File: config.mk
export PLATFORM = sky130hd
export DESIGN_NAME = quad_char_display
export DESIGN_NICKNAME = d
export VERILOG_FILES = /design/src/rtl/qdisp_pkg.sv /design/src/rtl/qdisp_bus_sync.sv /design/src/rtl/qdisp_mem.sv /design/src/rtl/qdisp_scan.sv /design/src/rtl/quad_char_display.sv
export SDC_FILE = /design/constraint.sdc
export NUM_CORES = 1
export LEC_CHECK = 0
export ABC_AREA = 0
export BUFFER_PORTS_ARGS = -buffer_cell sky130_fd_sc_hd__buf_2
export CAP_MARGIN = 25
export CORE_ASPECT_RATIO = 0.75
export CORE_MARGIN = 2
export CORE_UTILIZATION = 52
export CTS_CLUSTER_SIZE = 40
export DETAILED_ROUTE_END_ITERATION = 12
export PLACE_DENSITY = 0.82
export RECOVER_POWER = 25
export SYNTH_ARGS = -nofsm -noshare
export SYNTH_HDL_FRONTEND = slang
export SYNTH_HIERARCHICAL = 1
export SYNTH_SLANG_ARGS = --single-unit
File: constraint.sdc
create_clock -name clk -period 1.8 [get_ports clk]
set_input_delay 0.18 -clock clk [delete_from_list [all_inputs] [get_ports clk]]
set_output_delay 0.18 -clock clk [all_outputs]
set_load 0.01 [all_outputs]
File: src/rtl/qdisp_pkg.sv
package qdisp_pkg;
    localparam int unsigned DIGITS = 4;
    localparam int unsigned DIG_W  = $clog2(DIGITS);
    localparam int unsigned CODE_W = 7;
    localparam logic [CODE_W-1:0] SPACE_CODE = 7'h20;

    typedef struct packed {
        logic              wr_n;
        logic              en_a_n;
        logic              en_b_n;
        logic [DIG_W-1:0]  addr;
        logic              cur_sel;
        logic [CODE_W-1:0] data;
        logic              clr_n;
        logic              blank_n;
        logic              cur_en;
    } bus_smp_t;

    localparam bus_smp_t IDLE_SMP = '{
        wr_n: 1'b1, en_a_n: 1'b1, en_b_n: 1'b1, addr: '0, cur_sel: 1'b0,
        data: '0, clr_n: 1'b1, blank_n: 1'b0, cur_en: 1'b0
    };

    typedef struct packed {
        logic [DIG_W-1:0]  digit;
        logic [CODE_W-1:0] code;
        logic              dark;
        logic              fill;
        logic              bright;
    } scan_out_t;

    localparam scan_out_t RESET_OUT = '{
        digit: '0, code: '0, dark: 1'b1, fill: 1'b0, bright: 1'b0
    };
endpackage

File: src/rtl/qdisp_bus_sync.sv
module qdisp_bus_sync
    import qdisp_pkg::*;
(
    input  logic              clk,
    input  logic              rst_n,
    input  bus_smp_t          raw,
    output logic              wr_cmd,
    output logic              wr_cur,
    output logic [DIG_W-1:0]  wr_addr,
    output logic [CODE_W-1:0] wr_data,
    output logic              clr_act,
    output logic              lit_s,
    output logic              cue_s
);
    typedef struct packed {
        bus_smp_t s1;
        bus_smp_t s2;
        bus_smp_t s3;
    } sync_st_t;

    sync_st_t st_d, st_q;

    always_comb begin
        st_d    = st_q;
        st_d.s1 = raw;
        st_d.s2 = st_q.s1;
        st_d.s3 = st_q.s2;
    end

    always_ff @(posedge clk or negedge rst_n) begin
        if (!rst_n) begin
            st_q <= '{IDLE_SMP, IDLE_SMP, IDLE_SMP};
        end else begin
            st_q <= st_d;
        end
    end

    // Commit on the sampled strobe rise, using the last low-strobe sample.
    assign wr_cmd  = st_q.s2.wr_n & ~st_q.s3.wr_n & ~st_q.s3.en_a_n & ~st_q.s3.en_b_n;
    assign wr_cur  = st_q.s3.cur_sel;
    assign wr_addr = st_q.s3.addr;
    assign wr_data = st_q.s3.data;
    assign clr_act = ~st_q.s2.clr_n;
    assign lit_s   = st_q.s2.blank_n;
    assign cue_s   = st_q.s2.cur_en;

    // a strobe rise commits exactly once
    assert_single_commit_R3: assert property (@(posedge clk) disable iff (!rst_n)
        wr_cmd |=> !wr_cmd);
endmodule

File: src/rtl/qdisp_mem.sv
module qdisp_mem
    import qdisp_pkg::*;
(
    input  logic              clk,
    input  logic              rst_n,
    input  logic              wr_cmd,
    input  logic              wr_cur,
    input  logic [DIG_W-1:0]  wr_addr,
    input  logic [CODE_W-1:0] wr_data,
    input  logic              clr_act,
    input  logic [DIG_W-1:0]  clr_idx,
    input  logic [DIG_W-1:0]  rd_idx,
    output logic [CODE_W-1:0] rd_code,
    output logic              rd_cur
);
    typedef struct packed {
        logic [DIGITS-1:0][CODE_W-1:0] chars;
        logic [DIGITS-1:0]             curs;
    } mem_st_t;

    mem_st_t mem_d, mem_q;

    always_comb begin
        mem_d = mem_q;
        for (int d = 0; d < DIGITS; d++) begin
            if (wr_cmd && (wr_addr == DIG_W'(d))) begin
                if (wr_cur) begin
                    mem_d.curs[d] = wr_data[0];
                end else begin
                    mem_d.chars[d] = wr_data;
                end
            end
            if (clr_act && (clr_idx == DIG_W'(d))) begin
                mem_d.chars[d] = SPACE_CODE;
                mem_d.curs[d]  = 1'b0;
            end
        end
    end

    // Contents are undefined after power-up until a clear has swept them.
    always_ff @(posedge clk) begin
        mem_q <= mem_d;
    end

    assign rd_code = mem_q.chars[rd_idx];
    assign rd_cur  = mem_q.curs[rd_idx];

    // a clearing cycle leaves space and no cursor on the scanned digit
    assert_clear_space_R8: assert property (@(posedge clk) disable iff (!rst_n)
        clr_act |=> (mem_q.chars[$past(clr_idx)] === SPACE_CODE) && (mem_q.curs[$past(clr_idx)] === 1'b0));

    // a cursor write leaves the character of that digit alone
    assert_cursor_keeps_char_R4: assert property (@(posedge clk) disable iff (!rst_n)
        (wr_cmd && wr_cur && !clr_act) |=> (mem_q.chars[$past(wr_addr)] === $past(mem_q.chars[wr_addr])));
endmodule

File: src/rtl/qdisp_scan.sv
module qdisp_scan
    import qdisp_pkg::*;
#(
    parameter int unsigned DWELL_CYCLES = 8
)(
    input  logic              clk,
    input  logic              rst_n,
    input  logic [CODE_W-1:0] rd_code,
    input  logic              rd_cur,
    input  logic              lit_s,
    input  logic              cue_s,
    output logic [DIG_W-1:0]  rd_idx,
    output scan_out_t         out
);
    localparam int unsigned      CNT_W    = (DWELL_CYCLES > 1) ? $clog2(DWELL_CYCLES) : 1;
    localparam logic [CNT_W-1:0] CNT_LAST = CNT_W'(DWELL_CYCLES - 1);
    localparam logic [DIG_W-1:0] IDX_LAST = DIG_W'(DIGITS - 1);

    typedef struct packed {
        logic [CNT_W-1:0] cnt;
        logic [DIG_W-1:0] idx;
        logic             phase;
        scan_out_t        out;
    } scan_st_t;

    scan_st_t st_d, st_q;
    logic     show;

    always_comb begin
        st_d = st_q;
        if (st_q.cnt == CNT_LAST) begin
            st_d.cnt = '0;
            if (st_q.idx == IDX_LAST) begin
                st_d.idx   = '0;
                st_d.phase = ~st_q.phase;
            end else begin
                st_d.idx = st_q.idx + DIG_W'(1);
            end
        end else begin
            st_d.cnt = st_q.cnt + CNT_W'(1);
        end

        show = rd_cur & cue_s & lit_s;
        st_d.out.digit  = st_q.idx;
        st_d.out.code   = rd_code;
        st_d.out.dark   = ~lit_s;
        st_d.out.fill   = show;
        st_d.out.bright = lit_s & (~(rd_cur & cue_s) | st_q.phase);
    end

    always_ff @(posedge clk or negedge rst_n) begin
        if (!rst_n) begin
            st_q <= '{cnt: '0, idx: '0, phase: 1'b0, out: RESET_OUT};
        end else begin
            st_q <= st_d;
        end
    end

    assign rd_idx = st_q.idx;
    assign out    = st_q.out;

    // digit index only moves forward by one
    assert_digit_step_R9: assert property (@(posedge clk) disable iff (!rst_n)
        (st_q.idx != $past(st_q.idx)) |-> (st_q.idx == $past(st_q.idx) + DIG_W'(1)));

    // no step before the dwell count ends
    assert_dwell_hold_R9: assert property (@(posedge clk) disable iff (!rst_n)
        (st_q.cnt != CNT_LAST) |=> $stable(st_q.idx));

    // a dark slot lights nothing
    assert_dark_unlit_R7: assert property (@(posedge clk) disable iff (!rst_n)
        out.dark |-> (!out.fill && !out.bright));
endmodule

File: src/rtl/quad_char_display.sv
module quad_char_display
    import qdisp_pkg::*;
#(
    parameter int unsigned DWELL_CYCLES = 8
)(
    input  logic              clk,
    input  logic              rst_n,
    input  logic              en_a_n,
    input  logic              en_b_n,
    input  logic              wr_n,
    input  logic [DIG_W-1:0]  dig_addr,
    input  logic              cur_sel,
    input  logic [CODE_W-1:0] din,
    input  logic              clr_n,
    input  logic              blank_n,
    input  logic              cur_en,
    output logic [DIG_W-1:0]  scan_digit,
    output logic [CODE_W-1:0] scan_code,
    output logic              scan_dark,
    output logic              scan_fill,
    output logic              scan_bright
);
    bus_smp_t          raw_smp;
    logic              wr_cmd, wr_cur, clr_act, lit_s, cue_s, rd_cur;
    logic [DIG_W-1:0]  wr_addr, rd_idx;
    logic [CODE_W-1:0] wr_data, rd_code;
    scan_out_t         slot;

    assign raw_smp = '{
        wr_n: wr_n, en_a_n: en_a_n, en_b_n: en_b_n, addr: dig_addr, cur_sel: cur_sel,
        data: din, clr_n: clr_n, blank_n: blank_n, cur_en: cur_en
    };

    qdisp_bus_sync u_sync (
        .clk     (clk),
        .rst_n   (rst_n),
        .raw     (raw_smp),
        .wr_cmd  (wr_cmd),
        .wr_cur  (wr_cur),
        .wr_addr (wr_addr),
        .wr_data (wr_data),
        .clr_act (clr_act),
        .lit_s   (lit_s),
        .cue_s   (cue_s)
    );

    qdisp_mem u_mem (
        .clk     (clk),
        .rst_n   (rst_n),
        .wr_cmd  (wr_cmd),
        .wr_cur  (wr_cur),
        .wr_addr (wr_addr),
        .wr_data (wr_data),
        .clr_act (clr_act),
        .clr_idx (rd_idx),
        .rd_idx  (rd_idx),
        .rd_code (rd_code),
        .rd_cur  (rd_cur)
    );

    qdisp_scan #(.DWELL_CYCLES(DWELL_CYCLES)) u_scan (
        .clk     (clk),
        .rst_n   (rst_n),
        .rd_code (rd_code),
        .rd_cur  (rd_cur),
        .lit_s   (lit_s),
        .cue_s   (cue_s),
        .rd_idx  (rd_idx),
        .out     (slot)
    );

    assign scan_digit  = slot.digit;
    assign scan_code   = slot.code;
    assign scan_dark   = slot.dark;
    assign scan_fill   = slot.fill;
    assign scan_bright = slot.bright;
endmodule

After elaboration in Yosys (flattened, before gate mapping):

Cells that the tools add are included.
Widths: inputs -> output; s select.

* bits of input ports: 18
* flip-flop bits (word level): 95
* output and inout bits: 12
* word-level logic and storage cells: 90

* reduce and logical (&&, ||, !) cells: 19
* eq/ne operators: 7
* magnitude comparators: 1
* bitwise logic cells: 15
* add/sub/neg operators: 2
* muxes and demuxes: 6

Operator list (count)
* $reduce_and 2->1: 9
* $bmux 7 s2: 1
* $eq 2x2->1 const B: 4
* $logic_and 1x1->1: 8
* $not 1->1: 8
* $mux 7: 1
* $and 1x1->1: 6
* $eq 2x1->1 const B: 2
* $logic_not 2->1: 2
* $add 3x1->3 const B: 1
* $eq 3x3->1 const B: 1
* $lt 2x3->1 const B: 1
* $mux 3: 1
* $add 2x1->2 const B: 1
* $bmux 1 s2: 1
* $mux 2: 1
* $mux 1: 1
* $or 1x1->1: 1

Logic depth before layout (Yosys ltp):

* depth in word-level cells: 6
* depth in mapped cells: 5
* mapped depth without buffers: 4

Modules after synthesis:

The synthesis kept the hierarchy.

By module, submodules not included
* qdisp_mem: sequential area each 640.6 um2, cells each 127, area each 1441.4 um2, times used 1
* qdisp_bus_sync: sequential area each 1139.8 um2, cells each 56, area each 1226.2 um2, times used 1
* qdisp_scan: sequential area each 451.7 um2, cells each 45, area each 655.6 um2, times used 1

Worst setup path before layout:

No wires, ideal clock.

* path kind: register -> register
* from: register u_sync.st_q, in the netlist u_sync/st_d[15]
* to: register u_mem/mem_q[9] in the netlist's numbering
* buffers on the path: 1
* clock period less this slack: 1.754 ns
* cell stages (with the launch flop): 6
* path slack: 0.046 ns
* arrival: 1.634 ns
* required time: 1.680 ns
* cells stage by stage: dfstp_2 -> nor4b_2 -> nor4b_2 -> buf_4 -> nor2b_2 -> a211o_1

* cells in the longest elaborated chain, start to end: 5

RTL lines
* start: declaration: line qdisp_bus_sync.sv:21 `sync_st_t st_d, st_q;`
* start signal: assignment: line qdisp_bus_sync.sv:32 `st_q <= '{IDLE_SMP, IDLE_SMP, IDLE_SMP};`
* start signal: assignment: line qdisp_bus_sync.sv:34 `st_q <= st_d;`
* $and 1x1->1 (3 in series): line qdisp_bus_sync.sv:39 `assign wr_cmd = st_q.s2.wr_n & ~st_q.s3.wr_n & ~st_q.s3.en_a_n & ~st_q.s3.en_b_n;`
* named net wr_cmd: line quad_char_display.sv:24 `logic wr_cmd, wr_cur, clr_act, lit_s, cue_s, rd_cur;`
* $logic_and 1x1->1: line qdisp_mem.sv:26 `if (wr_cmd && (wr_addr == DIG_W'(d))) begin`
* $reduce_and 2->1 (no source line)
* end signal: assignment: line qdisp_mem.sv:42 `mem_q <= mem_d;`
* end: declaration: line qdisp_mem.sv:21 `mem_st_t mem_d, mem_q;`

The timed path passes the listed nets, and every way through them passes these cells.
A chain may end at the register's enable or synchronous reset.

Final worst setup path:

Ends and elaborated chain as after synthesis.

==> flow_summary.yaml <==
synth:
  synth_top_family_by_area: "multiplexers"
  ys.flop_type: "dfrtp_1"
  synth_mux_area_share_pct: 14.8
  postSynth.asyncResetShare_pct: 66.3
  avgSynthCellArea_um2: 14.6
  synth_fa_ha_area_share_pct: 1.13
  postSynthCellCount: 228
  syn_nets: 249
  synth_warnings: 6
  synth-compound-area-share_pct: 1.17
  synth-xor-area-share_pct: 0.264
  synthDistinctLibCells: 27
  ys_seq_area_share_pct: 67.2
  ys_ff_latch: 95
  synth_area_mm2: 0.00332
  synth_simple_gate_area_share_pct: 8.36
  synth-edff-count: 0
placement:
  dpl_cell_area_mm2: 0.00343
  port_buffers: 29
  place.gp.congestion: 0.780
  hpwl_um: 3250
die:
  initial_core_util_pct: 53.1
  pin_count: 30
  row_count: 25
  core_area_mm2: 0.00626
  die_h_um: 73.2
  die_w_um: 96.3
  dieArea_mm2: 0.00705
job:
  cap_violations: 0
route:
  drt-total-wl_um: 5090
  route.detailed.drc: 0
  vias: 1700
  viasPerCell: 4.89
  ant_nets: 0
  wl_per_cell_um: 14.6
  firstDrtPassIters: 4
  drt_iter0_drc: 59
timing:
  setup_tns_ps: 0
  finalMaxSlewViolations: 0
  final.setup_skew_ps: 10.3
  slew_headroom_pct: 57.4
  worst_pin_slew_ps: 639
  finalSetupViolCount: 0
  min_period_ps: 1680
  period_share_pct: 93.2
  max_freq_ghz: 0.596
  rsz0062_at_grt: "no"
  hold_viol_final: 0
critical_path:
  start_kind: "register"
  critPathCaptureType: "register"
  crit_path_max_fanout: 8
  worstSetupPathType: "reg2reg"
  worstPathArrival_ps: 1920
  cp.required_ps: 2040
grt:
  overflow: 0
  grt_max_degree: 64
  grt_pass1_vias: 1812
  grt_usage_pct: 17.1
  grt_pass1_wl_um: 8630
  antenna_found_initial: 0
hold_path:
  min_path_type: "reg2reg"
cells_and_area:
  num_antenna_cells: 0
  drive_gt1_share_pct: 30.3
  syn_to_final_growth_pct: 14.3
  fin_area_mm2: 0.00380
  layout.nets: 283
  utilization_pct: 60.7
clock_tree:
  cts.sinks: 95
  cts_buffers: 9
  clk_latency_ps: 350
  root_buffer: "clkbuf_8"
  clk_path_buf_depth: 2
  cts_max_level: 3
  clkSlewWorstSetupHoldPaths_ps: 90
  post_cts_buffers: 0
  cts_tree: "built"
outcome:
  status: "complete, no violations"
pwr:
  p_leak_nw: 1.71
  ir_drop_mv: 0.546
  p_per_area_mw_per_mm2: 990
==> cell usage in the layout, fill, tap and decap left out, types with 8 or more instances in the layout <==
| cell | netlist | routed |
|---|---|---|
| buf_2 | 2 | 29 |
| dfrtp_1 | 51 | 51 |
| mux2i_1 | 29 | 29 |
| mux4_2 | 8 | 8 |
| dfstp_2 | 12 | 12 |
| dlygate4sd3_1 | 0 | 17 |
| buf_4 | 27 | 8 |
| nor2_1 | 33 | 33 |
| dfxtp_1 | 32 | 32 |
| clkbuf_8 | 0 | 9 |
==> per-stage QoR <==
stage               std cells  setup slack (ps)  hold slack (ps)  total power, W
finish                    348               123              349         0.00376
global route              348              2.24              360         0.00394
CTS                       348              27.7              352         0.00381
detailed placement        315              38.2              212         0.00245
global placement          315              71.4              206         0.00244
floorplan                 228              46.0             -116         0.00239
==> critical path, stage by stage (launching register included) <==
cell and delay (ps):
dfstp_2 540, nor4b_4 270, nor4b_2 240, buf_4 220, nor2b_2 50, a211o_1 250
==> worst paths after layout <==
check | startpoint | to | slack, ps | depth (start not counted)
min | u_sync/st_d[21] | u_sync/st_d[5] | 350 | 0
max in group asynchronous | rst_n | u_sync/st_q[15] | 1120 | 3
min in group asynchronous | rst_n | u_scan/out[6] | 360 | 3
max reg2reg | u_sync/st_d[15] | u_mem/mem_q[9] | 120 | 5
max | u_sync/st_d[15] | u_mem/mem_q[9] | 120 | 5
min reg2reg | u_sync/st_d[21] | u_sync/st_d[5] | 350 | 0
==> layout make-up <==
class,count,area (um2)
clock buffer,10,128
clock inverter,6,61.3
fill,496,2460
inverter,3,11.3
multi-input combinational,98,868
sequential,95,2230
tap,81,101
timing repair buffer,55,395
==> flip-flops by register name, indices dropped and copies added (netlist names) <==
register and cells:
u_mem/mem_q 32, u_sync/st_d 30, u_scan/out 12, u_sync/wr_data 7
u_scan/st_q 4, u_sync/st_q 3, u_scan/rd_idx 2, u_sync/wr_addr 2
u_sync/cue_s 1, u_sync/lit_s 1, u_sync/wr_cur 1
==> Yosys cell counts, types with 2 or more instances <==
| master | n | area [um2] |
|---|---|---|
| a211o_1 | 3 | 26.3 |
| and4bb_2 | 2 | 25.0 |
| buf_2 | 2 | 10.0 |
| buf_4 | 27 | 203 |
| clkbuf_1 | 3 | 11.3 |
| dfrtp_1 | 51 | 1280 |
| dfstp_2 | 12 | 315 |
| dfxtp_1 | 32 | 641 |
| ha_1 | 3 | 37.5 |
| inv_1 | 3 | 11.3 |
| mux2_2 | 2 | 22.5 |
| mux2i_1 | 29 | 290 |
| mux4_2 | 8 | 180 |
| nand2_1 | 3 | 11.3 |
| nand4b_1 | 3 | 26.3 |
| nor2_1 | 33 | 124 |
| nor4b_2 | 2 | 30.0 |
==> kinds of logic after synthesis <==
group / count (synthesis)
AOI/OAI and AO/OA: 5
xor gates and xnor gates: 1
adders and majority gates: 3
buffers and inverters: 35
DFF: 95
muxes: 39
and+or+nand+nor: 50
==> where the power goes <==
group / switching (W) / internal, W / total (W)
sequential: 0.0000476 / 0.00222 / 0.00227
clock: 0.000684 / 0.000640 / 0.00132
combinational: 0.0000727 / 0.0000899 / 0.000163
==> per-layer routing <==
layer / vias to the layer above / GRT usage, % / wire length (um)
li1: 813 / - / -
met1: 856 / 22.2 / 2370
met2: 24 / 26.9 / 2440
met3: 7 / 5.89 / 209
met4: 0 / 6.57 / 67
met5: - / 0 / 0
==> timing repair <==
action	CTS	global route
endpoints found under the hold margin	67	0
gates resized for setup	0	2
endpoints found under the setup margin	0	20
hold buffers	17	0
No activity file was read; power rests on OpenSTA's default activity.
